--- config.mk ---
export PLATFORM = sky130hd
export DESIGN_NAME = qspi_quad_reader
export DESIGN_NICKNAME = d
export VERILOG_FILES = /design/src/rtl/qspi_rd_pkg.sv /design/src/rtl/qspi_sck_gen.sv /design/src/rtl/qspi_lane_drive.sv /design/src/rtl/qspi_word_pack.sv /design/src/rtl/qspi_quad_reader.sv
export SDC_FILE = /design/constraint.sdc
export NUM_CORES = 1
export LEC_CHECK = 0
export BUFFER_PORTS_ARGS = -buffer_cell sky130_fd_sc_hd__buf_2
export CAP_MARGIN = 25
export CELL_PAD_IN_SITES_DETAIL_PLACEMENT = 1
export CELL_PAD_IN_SITES_GLOBAL_PLACEMENT = 1
export CORE_ASPECT_RATIO = 0.75
export CORE_UTILIZATION = 43
export CTS_CLUSTER_SIZE = 10
export DETAILED_ROUTE_END_ITERATION = 12
export GPL_TIMING_DRIVEN = 0
export PLACE_DENSITY_LB_ADDON = 0.1
export SYNTH_ARGS = -nofsm -noshare
export SYNTH_HDL_FRONTEND = slang
export SYNTH_SLANG_ARGS = --single-unit
export TNS_END_PERCENT = 5
--- constraint.sdc ---
create_clock -name clk -period 3.9 [get_ports clk]
set_input_delay 1.17 -clock clk [delete_from_list [all_inputs] [get_ports clk]]
set_output_delay 1.17 -clock clk [all_outputs]
set_load 0.01 [all_outputs]
--- src/rtl/qspi_rd_pkg.sv ---
package qspi_rd_pkg;
  localparam int FLASH_AW = 24;
  localparam logic [7:0] RD_OPCODE = 8'hEB;
  // serial-cycle boundaries of the fixed phase sequence
  localparam int CMD_END    = 8;
  localparam int ADDR_END   = 14;
  localparam int MODE_END   = 16;
  localparam int DATA_BEGIN = 20;

  typedef enum logic [2:0] {
    ST_IDLE,
    ST_SETUP,
    ST_SHIFT,
    ST_HOLD,
    ST_GAP
  } seq_state_t;

  typedef struct packed {
    logic [3:0] dout;
    logic [3:0] oe;
  } lane_t;
endpackage

--- src/rtl/qspi_sck_gen.sv ---
module qspi_sck_gen #(
  parameter int CLK_DIV = 4
) (
  input  logic clk,
  input  logic rst,
  input  logic run,
  output logic sck,
  output logic rise_tick,
  output logic fall_tick
);
  localparam int HALF = CLK_DIV / 2;
  localparam int CW   = (CLK_DIV > 2) ? $clog2(CLK_DIV) : 1;

  logic [CW-1:0] cnt;

  assign rise_tick = run && (cnt == CW'(HALF - 1));
  assign fall_tick = run && (cnt == CW'(CLK_DIV - 1));

  always_ff @(posedge clk) begin
    if (rst || !run) begin
      cnt <= '0;
      sck <= 1'b0;
    end else if (fall_tick) begin
      cnt <= '0;
      sck <= 1'b0;
    end else begin
      cnt <= cnt + 1'b1;
      if (rise_tick) sck <= 1'b1;
    end
  end
endmodule

--- src/rtl/qspi_lane_drive.sv ---
module qspi_lane_drive
  import qspi_rd_pkg::*;
#(
  parameter int         K_W      = 8,
  parameter logic [3:0] MODE_LOW = 4'h0
) (
  input  logic                clk,
  input  logic                rst,
  input  logic                load,
  input  logic                clear,
  input  logic [K_W-1:0]      idx,
  input  logic [FLASH_AW-1:0] addr,
  output logic [3:0]          dout,
  output logic [3:0]          oe
);
  function automatic lane_t drive_at(input logic [K_W-1:0] k,
                                     input logic [FLASH_AW-1:0] a);
    lane_t r;
    int    i;
    i      = int'(k);
    r.dout = 4'h0;
    r.oe   = 4'h0;
    if (i < CMD_END) begin
      r.dout = {3'b000, RD_OPCODE[3'(CMD_END - 1 - i)]};
      r.oe   = 4'b0001;
    end else if (i < ADDR_END) begin
      r.dout = 4'(a >> (4 * (ADDR_END - 1 - i)));
      r.oe   = 4'hF;
    end else if (i < MODE_END) begin
      r.dout = (i == ADDR_END) ? 4'hF : MODE_LOW;
      r.oe   = 4'hF;
    end
    return r;
  endfunction

  lane_t nxt;
  assign nxt = drive_at(idx, addr);

  always_ff @(posedge clk) begin
    if (rst || clear) begin
      dout <= 4'h0;
      oe   <= 4'h0;
    end else if (load) begin
      dout <= nxt.dout;
      oe   <= nxt.oe;
    end
  end
endmodule

--- src/rtl/qspi_word_pack.sv ---
module qspi_word_pack (
  input  logic        clk,
  input  logic        rst,
  input  logic        sample,
  input  logic [2:0]  nib_idx,
  input  logic [3:0]  din,
  output logic        rd_valid,
  output logic [31:0] rd_data
);
  logic [31:0] acc;
  logic [31:0] nxt;
  logic [4:0]  pos;

  // byte number in [2:1], high nibble of a byte arrives first
  assign pos = {nib_idx[2:1], ~nib_idx[0], 2'b00};

  always_comb begin
    nxt = acc;
    nxt[pos +: 4] = din;
  end

  always_ff @(posedge clk) begin
    if (rst) begin
      acc      <= '0;
      rd_data  <= '0;
      rd_valid <= 1'b0;
    end else begin
      rd_valid <= 1'b0;
      if (sample) begin
        acc <= nxt;
        if (nib_idx == 3'd7) begin
          rd_data  <= nxt;
          rd_valid <= 1'b1;
        end
      end
    end
  end
endmodule

--- src/rtl/qspi_quad_reader.sv ---
module qspi_quad_reader
  import qspi_rd_pkg::*;
#(
  parameter int         CLK_DIV  = 4,
  parameter int         LEN_W    = 4,
  parameter int         CS_SETUP = 3,
  parameter int         CS_HOLD  = 3,
  parameter int         CS_GAP   = 2,
  parameter logic [3:0] MODE_LOW = 4'h0
) (
  input  logic                clk,
  input  logic                rst,
  input  logic                req_valid,
  output logic                req_ready,
  input  logic [FLASH_AW-1:0] req_addr,
  input  logic [LEN_W-1:0]    req_len,
  output logic                rd_valid,
  output logic [31:0]         rd_data,
  output logic                flash_cs_n,
  output logic                flash_sck,
  output logic [3:0]          flash_dout,
  output logic [3:0]          flash_oe,
  input  logic [3:0]          flash_din
);
  localparam int MAX_K = DATA_BEGIN + 8 * (2 ** LEN_W);
  localparam int K_W   = $clog2(MAX_K + 1);

  seq_state_t          state;
  logic [7:0]          tmr;
  logic [K_W-1:0]      k;
  logic [K_W-1:0]      last_k;
  logic [FLASH_AW-1:0] addr_q;
  logic                ready_q;
  logic                cs_n_q;

  logic           run, rise_tick, fall_tick;
  logic           accept, step, finish;
  logic [K_W-1:0] lane_idx;

  assign accept   = req_valid && ready_q;
  assign run      = (state == ST_SHIFT);
  assign step     = run && fall_tick && (k != last_k);
  assign finish   = run && fall_tick && (k == last_k);
  assign lane_idx = accept ? '0 : (k + 1'b1);

  always_ff @(posedge clk) begin
    if (rst) begin
      state   <= ST_IDLE;
      tmr     <= '0;
      k       <= '0;
      last_k  <= '0;
      addr_q  <= '0;
      ready_q <= 1'b1;
      cs_n_q  <= 1'b1;
    end else begin
      case (state)
        ST_IDLE: if (accept) begin
          state   <= ST_SETUP;
          ready_q <= 1'b0;
          cs_n_q  <= 1'b0;
          tmr     <= 8'(CS_SETUP - 1);
          k       <= '0;
          addr_q  <= req_addr;
          last_k  <= K_W'(DATA_BEGIN + 7) + (K_W'(req_len) << 3);
        end
        ST_SETUP: begin
          if (tmr == 8'd0) state <= ST_SHIFT;
          else             tmr   <= tmr - 1'b1;
        end
        ST_SHIFT: begin
          if (finish) begin
            state <= ST_HOLD;
            tmr   <= 8'(CS_HOLD - 1);
          end else if (step) begin
            k <= k + 1'b1;
          end
        end
        ST_HOLD: begin
          if (tmr == 8'd0) begin
            cs_n_q <= 1'b1;
            state  <= ST_GAP;
            tmr    <= 8'(CS_GAP - 1);
          end else begin
            tmr <= tmr - 1'b1;
          end
        end
        ST_GAP: begin
          if (tmr == 8'd0) begin
            state   <= ST_IDLE;
            ready_q <= 1'b1;
          end else begin
            tmr <= tmr - 1'b1;
          end
        end
        default: state <= ST_IDLE;
      endcase
    end
  end

  assign req_ready  = ready_q;
  assign flash_cs_n = cs_n_q;

  qspi_sck_gen #(.CLK_DIV(CLK_DIV)) u_sck (
    .clk(clk), .rst(rst), .run(run),
    .sck(flash_sck), .rise_tick(rise_tick), .fall_tick(fall_tick)
  );

  qspi_lane_drive #(.K_W(K_W), .MODE_LOW(MODE_LOW)) u_lane (
    .clk(clk), .rst(rst), .load(accept || step), .clear(finish),
    .idx(lane_idx), .addr(addr_q), .dout(flash_dout), .oe(flash_oe)
  );

  qspi_word_pack u_pack (
    .clk(clk), .rst(rst),
    .sample(rise_tick && (k >= K_W'(DATA_BEGIN))),
    .nib_idx(3'(k - K_W'(DATA_BEGIN))),
    .din(flash_din),
    .rd_valid(rd_valid), .rd_data(rd_data)
  );
endmodule

==> results.md <==
* Post-Syn Area at slightly below 6000 um^2
* Worst slew pin tran at between 1 and 1.5 ns
* Routed vias at around 5500
* Area delta synth->final at 20.0%
* Outcome: complete, no violations
* Met3 usage at ~4.6%
* Setup ws final at about 0.4 ns
* Commonest cells post-synth: dfxtp_1 (125), nand2_1 (95), nor2_1 (88)
* GR met2 Demand/Resource at between 40% and 50%
* Netlist cell types at slightly above 60
* Reg2Reg Depth at 12
* Filler cell count at between 1500 and 2000
* Cells after Synth at around 700
* GRT Total Usage at 27.6%
* DP Wirelength at 13100 um
* Final setup fails at 0
* CP dominant cell by count: clkbuf_1
* Die X at between 100 and 150 um
* Mean Syn Cell Area at around 8.4 um^2
* Post-route setup TNS at 0 ns
* Placed cell areas at ~6400 um^2
* Post-synthesis register bit count at 125
* Final core occ at a little over half
* Post-synth top area share at 43.0%
* Tightest Hold Check Type: reg2reg
* Buffer and inverter count on the worst path at 4
* Final min period at between 3 and 4 ns
* Post-cts sizing count at 0
* Core Rows at 36
* Drt wl/cell at about 19 um
* Pwr/cell area at roughly 570 nW/um^2
* CTS buffer count at 17
* Hold-fix buffers, CTS at 0
* CP Capture Type: flop
* Synth Flop Type: dfxtp_1
* RSZ-0062 raised after global routing: false
* Hold EP: u_pack.acc[16]$_SDFFE_PP0P_
* Worst-case clock buffer depth at 2
* Crit Path Class: reg2reg
* Core Box Area at roughly 13000 um^2
* Dominant cells by area after synthesis: dfxtp_1 (43%), mux2i_1 (9.8%), nand2_1 (6.1%), nor2_1 (5.7%), a211oi_1 (5.0%)
* Synthesized Nets at 734
* CP required at about 4.2 ns
* Hold path depth at 2
* Clk_skew at approximately 0.0080 ns
* Max frequency at 0.285 GHz
* Detailed Routing Iterations Pass 1 at 5
* Post-CTS setup buffer count at 0
* Post-Place Cells at 939
* Initial antenna violation count at 0
* Period utilisation layout at 89.8%
* Starting density of the core at between 40% and 50%
* First-pass GRT wire length at 29300 um
* Clk Latency, worst-skew pair at about 0.42 ns
* Leading area contributor after synthesis: dfxtp_1
* Max Slew Vio Count at 0
* GRT overflow at 0
* Fin. Hold Viols at 0
* Hold WS at between 0.4 and 0.5 ns
* Number of remaining DRC errors at 0
* CP max stage delay at 0.48 ns
* Min-delay src: u_pack.acc[16]$_SDFFE_PP0P_
* Design area at 6990 um^2
* Worst-path clk slew at ~0.060 ns
* Critical Path Fanout Max at 10
* Non-filler cells, final at a little under 1000
* Port bufs at 77
* Lkg Pwr at ~2.6 nW
* TritonCTS Sinks at 125
* Crit start category: flop
* Count leader, synth: dfxtp_1
* Final antenna-violating net count at 0
* Met1 usage at 39.3%
* RR Endpoint: u_lane.dout[0]$_SDFFE_PP0P_
* I/O pin cnt at 79
* CTS root buf: clkbuf_16
* Layout cells sized above 1 at 15.9%
* Slowest CP cell: dfxtp_1
* Vias in the first global route at between 5000 and 6000
* DR iter-0 viols at about 350
* Die H at between 100 and 150 um
* Yosys warns at 0
* CP arrival at approximately 3.8 ns
* Place WS at about 0.17 ns
* RePlAce Congestion at between 0.8 and 0.9
* CTS tree: done
* Tot Pwr at 3.98 mW
* CP top delay family: compound AO/OA/AOI/OAI gates
* Full die area at 14000 um^2
* Cell Chain, Critical Path: inv_1 > ha_1 > clkbuf_1 > clkbuf_1 > a21oi_1 > ha_1 > clkbuf_1 > o21ai_0 > o32a_1 > a21oi_1 > o311ai_0 > a31oi_1
* EDFF count, synth at 0
* R2r startpoint: k[1]$_SDFFE_PP0P_
* Maxcap violations at 0
* Asr flop ratio synth at 0%
* Worst slew margin at about a third
* Via-to-Cell Ratio at about 5.6
* Largest net degree at the start of global routing at 17
* Busiest grt layer: met2
* Maximum VDD drop at just under 0.5 mV
* N_diodes at 0
* Total wire length at around 18000 um
* Fin nets at between 800 and 900
* H-tree levels at 4
* R2R setup slack at slightly below 0.4 ns
* Post-synthesis sequential area ratio at a little over two fifths
[registers in the layout, indices dropped and copies added (netlist names), 3 cells and up]
register	cells
tmr	8
last_k	6
state	3
k	8
addr_q	24
u_pack.acc	32
u_pack.rd_data	32
u_lane.dout	4
[layout by cell type, fill, tap and decap left out, types with 14 or more instances in the layout]
cell type / instances
a211oi_1: 39
a21oi_1: 58
buf_2: 85
clkbuf_1: 42
clkbuf_16: 17
dfxtp_1: 125
mux2i_1: 57
nand2_1: 95
nand3_1: 21
nor2_1: 88
nor3_1: 14
[logic make-up after synthesis]
| group | count (synthesis) | share of synthesized area (%) |
|---|---|---|
| simple gates | 259 | 19.6 |
| compound gates | 159 | 18.8 |
| flops | 125 | 43.0 |
| buf+inv | 65 | 4.47 |
| mux | 58 | 9.99 |
| xor+xnor | 15 | 2.26 |
| fa+ha+maj | 9 | 1.93 |
[routing by layer]
layer / part of all wire, % / up-vias
li1: - / 2638
met1: 50 / 2668
met2: 45 / 151
met3: 4.6 / 23
met4: 1.1 / 0
met5: 0 / -
[worst max-delay path by stage]
stage | endpoint | from | depth (start not counted)
after floorplan | u_lane.dout[0]$_SDFFE_PP0P_ | req_valid | 11
after global placement | u_lane.dout[0]$_SDFFE_PP0P_ | req_valid | 11
after detailed placement | u_lane.dout[0]$_SDFFE_PP0P_ | req_valid | 11
after CTS | u_lane.dout[0]$_SDFFE_PP0P_ | k[1]$_SDFFE_PP0P_ | 12
after global routing | u_lane.dout[0]$_SDFFE_PP0P_ | k[1]$_SDFFE_PP0P_ | 12
final | u_lane.dout[0]$_SDFFE_PP0P_ | k[1]$_SDFFE_PP0P_ | 12
[power by group]
part | total, mW | internal, mW | switching, mW
clock | 1.50 | 0.934 | 0.562
sequential | 1.51 | 1.41 | 0.105
combinational | 0.976 | 0.365 | 0.611
total | 3.98 | 2.70 | 1.28
[area by class of cell]
type	instances	area [um^2]	share of cell area [%]
buffer	53	215	3.08
timing repair buffer	79	395	5.66
inverter	12	45.0	0.645
sequential	125	2500	35.8
tap	171	214	3.06
clock inverter	7	62.6	0.895
clock buffer	24	492	7.04
multi-input combinational	500	3060	43.8
[worst min-delay path, cell delays in order, from the launching register on]
cell and delay [ns]:
dfxtp_1 0.31, nand2_1 0.05, a21oi_1 0.05
Note: power is estimated with default switching activity, not from simulation.
